### src/rtl/tmr_pkg.sv
package tmr_pkg;

  typedef enum logic [1:0] {
    MODE_STOP = 2'b00,
    MODE_UP   = 2'b01,
    MODE_CONT = 2'b10,
    MODE_RSVD = 2'b11
  } tmr_mode_e;

  // control word layout, MSB first
  typedef struct packed {
    logic      flag_clr;
    logic      cnt_clr;
    logic      irq_en;
    logic      src_sel;
    logic [1:0] div_sel;
    tmr_mode_e mode;
  } tmr_ctrl_t;

  localparam int CTRL_W = $bits(tmr_ctrl_t);

endpackage

### src/rtl/tmr_regs.sv
module tmr_regs
  import tmr_pkg::*;
#(
  parameter int CNT_W = 16
) (
  input  logic             clk,
  input  logic             rst,
  input  logic             wr_en_i,
  input  logic             wr_addr_i,
  input  logic [CNT_W-1:0] wr_data_i,
  output tmr_mode_e        mode_o,
  output logic [1:0]       div_o,
  output logic             src_o,
  output logic             ie_o,
  output logic [CNT_W-1:0] cmp_o,
  output logic             cnt_clr_o,
  output logic             flag_clr_o
);

  tmr_ctrl_t wr_ctrl;
  logic      ctrl_we;
  logic      cmp_we;

  assign wr_ctrl    = tmr_ctrl_t'(wr_data_i[CTRL_W-1:0]);
  assign ctrl_we    = wr_en_i && !wr_addr_i;
  assign cmp_we     = wr_en_i &&  wr_addr_i;
  assign cnt_clr_o  = ctrl_we && wr_ctrl.cnt_clr;
  assign flag_clr_o = ctrl_we && wr_ctrl.flag_clr;

  always_ff @(posedge clk) begin
    if (rst) begin
      mode_o <= MODE_STOP;
      div_o  <= '0;
      src_o  <= 1'b0;
      ie_o   <= 1'b0;
    end else if (ctrl_we) begin
      mode_o <= wr_ctrl.mode;
      div_o  <= wr_ctrl.div_sel;
      src_o  <= wr_ctrl.src_sel;
      ie_o   <= wr_ctrl.irq_en;
    end
  end

  always_ff @(posedge clk) begin
    if (rst)         cmp_o <= '0;
    else if (cmp_we) cmp_o <= wr_data_i;
  end

endmodule

### src/rtl/tmr_prescale.sv
module tmr_prescale #(
  parameter int DIV_W = 2
) (
  input  logic             clk,
  input  logic             rst,
  input  logic             tick_a_i,
  input  logic             tick_b_i,
  input  logic             src_i,
  input  logic             run_i,
  input  logic             clr_i,
  input  logic [DIV_W-1:0] div_i,
  output logic             adv_o
);

  localparam int PRE_W = (1 << DIV_W) - 1;

  logic [PRE_W-1:0] pre_q;
  logic [PRE_W:0]   div_onehot;
  logic [PRE_W-1:0] mask;
  logic             tick_sel;

  assign tick_sel   = src_i ? tick_b_i : tick_a_i;
  assign div_onehot = (PRE_W+1)'(1) << div_i;
  assign mask       = PRE_W'(div_onehot - 1'b1);
  assign adv_o      = run_i && tick_sel && !clr_i && ((pre_q & mask) == mask);

  always_ff @(posedge clk) begin
    if (rst || clr_i)          pre_q <= '0;
    else if (run_i && tick_sel) pre_q <= pre_q + 1'b1;
  end


  div_gap_chk: assert property (@(posedge clk) disable iff (rst)
    (adv_o && div_i != '0) |=> (!adv_o || div_i == '0));

endmodule

### src/rtl/tmr_counter.sv
module tmr_counter
  import tmr_pkg::*;
#(
  parameter int CNT_W = 16
) (
  input  logic             clk,
  input  logic             rst,
  input  logic             adv_i,
  input  logic             clr_i,
  input  tmr_mode_e        mode_i,
  input  logic [CNT_W-1:0] cmp_i,
  output logic [CNT_W-1:0] cnt_o,
  output logic             match_o
);

  logic [CNT_W-1:0] cnt_nxt;

  always_comb begin
    if (mode_i == MODE_UP && cnt_o >= cmp_i) cnt_nxt = '0;
    else                                     cnt_nxt = cnt_o + 1'b1;
  end

  assign match_o = adv_i && (cnt_nxt == cmp_i);

  always_ff @(posedge clk) begin
    if (rst || clr_i) cnt_o <= '0;
    else if (adv_i)   cnt_o <= cnt_nxt;
  end


  up_reload_chk: assert property (@(posedge clk) disable iff (rst)
    (adv_i && mode_i == MODE_UP && cnt_o == cmp_i) |=> (cnt_o == '0));


  cont_wrap_chk: assert property (@(posedge clk) disable iff (rst)
    (adv_i && mode_i == MODE_CONT && (&cnt_o)) |=> (cnt_o == '0));


  stop_hold_chk: assert property (@(posedge clk) disable iff (rst)
    ((mode_i == MODE_STOP || mode_i == MODE_RSVD) && !clr_i) |=> $stable(cnt_o));


  clear_zero_chk: assert property (@(posedge clk) disable iff (rst)
    clr_i |=> (cnt_o == '0));

endmodule

### src/rtl/tmr_flag.sv
module tmr_flag (
  input  logic clk,
  input  logic rst,
  input  logic set_i,
  input  logic clr_i,
  input  logic ie_i,
  output logic irq_o
);

  logic flag_q;

  always_ff @(posedge clk) begin
    if (rst)        flag_q <= 1'b0;
    else if (set_i) flag_q <= 1'b1;
    else if (clr_i) flag_q <= 1'b0;
  end

  assign irq_o = flag_q && ie_i;


  set_wins_chk: assert property (@(posedge clk) disable iff (rst)
    set_i |=> flag_q);


  flag_clear_chk: assert property (@(posedge clk) disable iff (rst)
    (clr_i && !set_i) |=> !flag_q);

endmodule

### src/rtl/cmp_timer.sv
module cmp_timer
  import tmr_pkg::*;
#(
  parameter int CNT_W = 16,
  parameter int DIV_W = 2
) (
  input  logic             clk,
  input  logic             rst,
  input  logic             tick_a_i,
  input  logic             tick_b_i,
  input  logic             wr_en_i,
  input  logic             wr_addr_i,
  input  logic [CNT_W-1:0] wr_data_i,
  output logic [CNT_W-1:0] count_o,
  output logic             irq_o
);

  tmr_mode_e        mode;
  logic [1:0]       div_sel;
  logic             src_sel;
  logic             irq_en;
  logic [CNT_W-1:0] cmp_val;
  logic             cnt_clr;
  logic             flag_clr;
  logic             run;
  logic             adv;
  logic             match;

  assign run = (mode == MODE_UP) || (mode == MODE_CONT);

  tmr_regs #(.CNT_W(CNT_W)) u_regs (
    .clk        (clk),
    .rst        (rst),
    .wr_en_i    (wr_en_i),
    .wr_addr_i  (wr_addr_i),
    .wr_data_i  (wr_data_i),
    .mode_o     (mode),
    .div_o      (div_sel),
    .src_o      (src_sel),
    .ie_o       (irq_en),
    .cmp_o      (cmp_val),
    .cnt_clr_o  (cnt_clr),
    .flag_clr_o (flag_clr)
  );

  tmr_prescale #(.DIV_W(DIV_W)) u_pre (
    .clk      (clk),
    .rst      (rst),
    .tick_a_i (tick_a_i),
    .tick_b_i (tick_b_i),
    .src_i    (src_sel),
    .run_i    (run),
    .clr_i    (cnt_clr),
    .div_i    (DIV_W'(div_sel)),
    .adv_o    (adv)
  );

  tmr_counter #(.CNT_W(CNT_W)) u_cnt (
    .clk     (clk),
    .rst     (rst),
    .adv_i   (adv),
    .clr_i   (cnt_clr),
    .mode_i  (mode),
    .cmp_i   (cmp_val),
    .cnt_o   (count_o),
    .match_o (match)
  );

  tmr_flag u_flag (
    .clk   (clk),
    .rst   (rst),
    .set_i (match),
    .clr_i (flag_clr),
    .ie_i  (irq_en),
    .irq_o (irq_o)
  );


  idle_src_chk: assert property (@(posedge clk) disable iff (rst)
    (!cnt_clr && !(src_sel ? tick_b_i : tick_a_i)) |=> $stable(count_o));

endmodule

### config.mk
export PLATFORM = sky130hd
export DESIGN_NAME = cmp_timer
export DESIGN_NICKNAME = d
export VERILOG_FILES = /design/src/rtl/tmr_pkg.sv /design/src/rtl/tmr_regs.sv /design/src/rtl/tmr_prescale.sv /design/src/rtl/tmr_counter.sv /design/src/rtl/tmr_flag.sv /design/src/rtl/cmp_timer.sv
export SDC_FILE = /design/constraint.sdc
export NUM_CORES = 1
export LEC_CHECK = 0
export BUFFER_PORTS_ARGS = -buffer_cell sky130_fd_sc_hd__buf_4
export CAP_MARGIN = 0
export CORE_ASPECT_RATIO = 0.9
export CORE_MARGIN = 2
export CORE_UTILIZATION = 60
export CTS_BUF_LIST = sky130_fd_sc_hd__clkbuf_8
export CTS_CLUSTER_SIZE = 24
export DETAILED_ROUTE_END_ITERATION = 10
export GPL_TIMING_DRIVEN = 0
export PLACE_DENSITY = 0.83
export SYNTH_ARGS = -nofsm -noshare
export SYNTH_HDL_FRONTEND = slang
export SYNTH_SLANG_ARGS = --single-unit
### constraint.sdc
create_clock -name clk -period 3 [get_ports clk]
set_clock_uncertainty 0.2 [all_clocks]
set_input_delay 0.9 -clock clk [delete_from_list [all_inputs] [get_ports clk]]
set_output_delay 0.9 -clock clk [all_outputs]
set_load 0.01 [all_outputs]
==> impl_metrics.toml, run 1 <==
[critical_path]
crit_arrival_ps = 2890
worstPathMaxFanout = 9
endpoint = "u_flag.flag_q"
required_ps = 3050
setup.worst_path.end_class = "flop"
r2r-start = "u_cnt.cnt_o[5]"
worstSetupPathType = "reg -> reg"
r2r_end = "u_flag.flag_q"
r2r_setup_slack_ps = 150
r2r_cells = 9
crit_start = "u_cnt.cnt_o[5]"
crit_path_start_kind = "flop"

[yosys]
yosys-top-cells-count = "nand2_1 (51), a21oi_1 (43), dfxtp_1 (42), nor2_1 (29), inv_1 (22)"
synth.distinct_cells = 58
yosysTopAreaCell = "dfxtp_1"
synthArstFlopShare = 0
synth_top_area_frac = 0.3064
synth_ff_type = "dfxtp_1"
yosys_warnings = 0
seq_area_frac_synth = 0.3064
synth_area_leaders = "dfxtp_1 (31%), ha_1 (8.7%), a21oi_1 (7.8%), nand2_1 (7.0%), o221a_2 (4.1%)"
avgSynthCellArea_um2 = 7.953
yosysMostFrequentCell = "nand2_1"
synth-edff-count = 0
netlist_instances = 345
synth_area_mm2 = 0.002744
synth_seq_cells = 42
syn_nets = 386

[route]
drtIter0Drc = 221
vias = 2772
ant_nets = 0
totalWireLength_um = 7117
drc = 0
wl_per_cell_um = 15.75
vias_per_cell = 6.133
first_pass_iters = 5

[clock_tree]
cts_resized = 0
cts_root_buf = "clkbuf_8"
clk_latency_ps = 310
cts_sinks = 42
clk_pin_slew_ps = 100
cts_buffer_depth = 2
ctsHoldBuffers = 0
cts_buffers = 5
postCtsSetupRepairBufs = 0
htreeDepth = 2
cts_tree = "yes"

[global_routing]
grt_pass1_wl_um = 11610
antenna_found_initial = 0
overflow = 0
grt_start_max_net_pins = 16
grt_pass1_vias = 2506
grt_use_total = 0.2975

[sta]
whs_ps = 285.4
slew_violations = 0
fin_ws_ps = 151.8
rsz0062_at_grt = "no"
finalSetupViolations = 0
period_share = 0.9494
slew_headroom = 0.4731
min_period_ps = 2848
finalHoldViolCount = 0
fin_setup_tns_ps = 0
max_freq_mhz = 351.1
tightest_slew_ps = 790.4

[power]
power.total_mw = 1.293
clkPwrFrac = 0.304
p_comb_frac = 0.216
p_sw_uw = 411.2
pwr-share-seq = 0.481
ir_drop_uv = 333.2
leakage_nw = 1.327
p_int_uw = 881.8
sw_frac_of_total = 0.3180
powerDensity_mw_per_mm2 = 401.9

[worst_hold_path]
hold_path.class = "reg -> reg"

[flow_run]
drv_cap = 0

[finish]
final_core_util = 0.7259
n_antenna_cell = 0
area_delta_synth_final_pct = 17.24
fin_area_mm2 = 0.003217
final_nets = 430
stdcell_count = 452
layout-drive-gt1-share = 0.2051

[floorplan]
io_pins = 39
die_w_um = 75.28
die-height_um = 68.16
start_util = 0.6191
rows = 23
dieArea_mm2 = 0.005131
coreArea_mm2 = 0.004432

[placed_design]
gp_congestion = 0.9211
place_area_mm2 = 0.003099
detailedPlace.worstSlack_ps = -251.7
dpl.hpwl_um = 5344
dpl.cell_count = 444
io_buffers = 37

[outcome]
outcome = "completed"
[worst max-delay path, cell delays in order, from the launching register on]
cell	delay (ps)
dfxtp_1	530
ha_1	310
a21o_1	160
nand3_1	70
a211oi_1	70
o41a_2	490
buf_6	150
o41ai_1	470
o211ai_1	150
o21ai_1	180
[cell families after synthesis]
group           count (synthesis)  synth area share
simple gates                  122            0.2116
compound gates                 96            0.2385
flops                          42            0.3064
mux                             8           0.03010
buf+inv                        40           0.06429
fa+ha+maj                      19           0.08664
xor+xnor                       18           0.06247
[power by group through the flow]
| stage | combinational, mW | sequential (mW) | clock [mW] |
|---|---|---|---|
| floorplan | 0.180 | 0.627 | 0 |
| global placement | 0.263 | 0.631 | 0 |
| detailed placement | 0.270 | 0.632 | 0 |
| CTS | 0.272 | 0.619 | 0.395 |
| global route | 0.308 | 0.625 | 0.420 |
| finish | 0.279 | 0.621 | 0.393 |
[state kept, by name, indices dropped and copies added, names as in the netlist]
name,flops
u_cnt.cnt_o,16
u_regs.cmp_o,16
u_pre.pre_q,3
u_regs.div_o,2
u_regs.mode_o,2
u_flag.flag_q,1
u_regs.ie_o,1
u_regs.src_o,1
[final cells by class]
type / instances / area [um2]
Multi-Input combinational cell: 263 / 1745
Fill cell: 370 / 1215
Sequential cell: 42 / 845.8
Timing Repair Buffer: 37 / 277.8
Buffer: 18 / 93.84
Inverter: 22 / 82.58
Tap cell: 62 / 77.57
Clock buffer: 5 / 68.82
Clock inverter: 3 / 25.02
[routing by layer]
metal	vias up	wire length, um	GRT usage
met5	-	0	0
met4	0	255	0.1228
met2	156	3133	0.4543
met1	1257	3047	0.4074
li1	1326	-	-
met3	33	681	0.06186
[cell usage in the layout, fill, tap and decap left out, types with 7 or more instances in the layout]
master,instances
o21ai_0,14
dfxtp_1,38
buf_4,38
xnor2_1,8
ha_1,19
clkbuf_1,8
xor2_1,9
inv_1,22
nand4_1,7
o221a_2,10
nor2_1,29
nand2_1,51
a21oi_1,42
nand3_1,9
[worst min-delay path by stage]
stage                           startpoint  cells after the start  slack (ps)                to
after floorplan              u_flag.flag_q                      2         250     u_flag.flag_q
after global placement         u_regs.ie_o                      2         270       u_regs.ie_o
after detailed placement   u_regs.cmp_o[4]                      2         270   u_regs.cmp_o[4]
after CTS                  u_regs.cmp_o[4]                      2         280   u_regs.cmp_o[4]
after global routing      u_regs.cmp_o[15]                      2         310  u_regs.cmp_o[15]
final                      u_regs.cmp_o[4]                      2         290   u_regs.cmp_o[4]
Power figures use the tool's default switching activity.
==> inputs of run 2 (changes only) <==
--- a/config.mk
+++ b/config.mk
@@ -10,10 +10,10 @@
 export CORE_ASPECT_RATIO = 0.9
 export CORE_MARGIN = 2
-export CORE_UTILIZATION = 60
+export CORE_UTILIZATION = 50
 export CTS_BUF_LIST = sky130_fd_sc_hd__clkbuf_8
 export CTS_CLUSTER_SIZE = 24
 export DETAILED_ROUTE_END_ITERATION = 10
 export GPL_TIMING_DRIVEN = 0
-export PLACE_DENSITY = 0.83
+export PLACE_DENSITY = 0.71
 export SYNTH_ARGS = -nofsm -noshare
 export SYNTH_HDL_FRONTEND = slang
==> constraint.sdc (replaced) <==
create_clock -name clk -period 3 [get_ports clk]
set_clock_uncertainty 0.2 [all_clocks]
set_input_delay 0.3 -clock clk [delete_from_list [all_inputs] [get_ports clk]]
set_output_delay 0.3 -clock clk [all_outputs]
set_load 0.01 [all_outputs]
==> impl_metrics.toml, run 2 (synthesis gave the netlist of run 1 again) <==
[clock_tree]
cts_root_buf = "clkbuf_8"
ctsHoldBuffers = 0
cts_tree = "yes"
cts_sinks = 42
cts_buffers = 5
clk_pin_slew_ps = 90
postCtsSetupRepairBufs = 0
clk_latency_ps = 310
cts_buffer_depth = 2
htreeDepth = 2

[route]
totalWireLength_um = 7420
ant_nets = 0
vias = 2658
vias_per_cell = 5.816
first_pass_iters = 5
drc = 0
wl_per_cell_um = 16.24
drtIter0Drc = 181

[flow_run]
drv_cap = 0

[critical_path]
crit_arrival_ps = 2900
required_ps = 3050
crit_path_start_kind = "flop"
r2r_setup_slack_ps = 150
setup.worst_path.end_class = "flop"
worstSetupPathType = "reg -> reg"
worstPathMaxFanout = 10

[finish]
layout-drive-gt1-share = 0.1872
mostFrequentLayoutCells = "nand2_1 (51), a21oi_1 (43), dfxtp_1 (42)"
final_nets = 430
area_delta_synth_final_pct = 17.56
layout.cells.most_common = "nand2_1"
n_antenna_cell = 0
fin_area_mm2 = 0.003226
top_regs = "u_cnt.cnt_o x16, u_regs.cmp_o x16, u_pre.pre_q x3"

[sta]
slew_headroom = 0.4650
tightest_slew_ps = 802.5
finalSetupViolations = 0
min_period_ps = 2853
period_share = 0.9509
whs_ps = 40.25
max_freq_mhz = 350.6
rsz0062_at_grt = "yes"
finalHoldViolCount = 0
slew_violations = 0

[placed_design]
io_buffers = 37
gp_congestion = 0.9505
place_area_mm2 = 0.003105
dpl.hpwl_um = 5669

[floorplan]
die_w_um = 82.09
die-height_um = 74.28
rows = 25
start_util = 0.5191
dieArea_mm2 = 0.006097
io_pins = 39
coreArea_mm2 = 0.005286

[worst_hold_path]
hold_path.class = "in -> reg"

[power]
powerDensity_mw_per_mm2 = 419.1
leakage_nw = 1.336
ir_drop_uv = 253.2

[global_routing]
grt_use_total = 0.2602
grt_pass1_vias = 2511
grt_start_max_net_pins = 14
grt_pass1_wl_um = 12070
antenna_found_initial = 0
overflow = 0

[outcome]
outcome = "completed"
## run 2: cell count changes in the layout (fill, tap and decap cells not counted)
| cell | change |
|---|---|
| dfxtp_1 | +4 |
| dfxtp_2 | -4 |
| a21oi_1 | +1 |
| a21oi_2 | -1 |
| bufinv_16 | +1 |
| clkinv_4 | -1 |
| inv_1 | +1 |
| inv_6 | -1 |
| nand3_1 | +1 |
| nand3_2 | -1 |
## run 2: what timing repair did
item                                   4_1_cts  5_1_grt
setup endpoints to repair                    0        6
resized for setup                            0        2
endpoints found under the hold margin        0        0
## run 2: layout make-up
cell class                      count  area, um2
Buffer                             18      93.84
Timing Repair Buffer               37      277.8
Inverter                           22      82.58
Tap cell                           67      83.83
Fill cell                         496       2061
Sequential cell                    42      840.8
Clock inverter                      3      41.29
Multi-Input combinational cell    263       1737
Clock buffer                        5      68.82
## run 2: critical path, stage by stage (launching register included)
cell,delay [ps]
dfxtp_1,520
ha_1,320
nand4_1,170
or3_1,150
a221oi_2,40
o41a_2,480
buf_6,150
buf_6,150
a222oi_1,340
nand4_1,140
o21ai_1,130
## run 2: report_power, final
part	internal, mW	leakage, nW	switching (mW)	total [mW]
sequential	0.583	0.342	0.0379	0.621
combinational	0.129	0.938	0.148	0.277
clock	0.245	0.0556	0.209	0.454
total	0.958	1.34	0.394	1.35
## run 2: path summary, 6_finish.rpt
path,start,endpoint,cells past startpoint
max,u_cnt.cnt_o[13],u_flag.flag_q,10
min reg2reg,u_regs.ie_o,u_regs.ie_o,2
max reg2reg,u_cnt.cnt_o[13],u_flag.flag_q,10
min,wr_data_i[11],u_regs.cmp_o[11],3
## run 2: through the flow
step | power (mW) | setup slack (ps) | util | cells | setup TNS (ps)
finish | 1.352 | 147.3 | 0.6102 | 457 | 0
global placement | 0.8972 | 212.8 | 0.5875 | 449 | 0
detailed placement | 0.9058 | 159.5 | 0.5875 | 449 | 0
floorplan | 0.8073 | 415.3 | - | 345 | 0
CTS | 1.352 | 120.9 | 0.6083 | 457 | 0
global route | 1.419 | -16.25 | 0.6102 | 457 | -16.25
## run 2: metal layers
metal  global-route usage  vias up  part of all wire
met3              0.05097       19             0.058
met2               0.4192      100              0.45
met4              0.08889        0             0.022
met5                    0        -                 0
li1                     -     1319                 -
met1               0.3497     1220              0.47
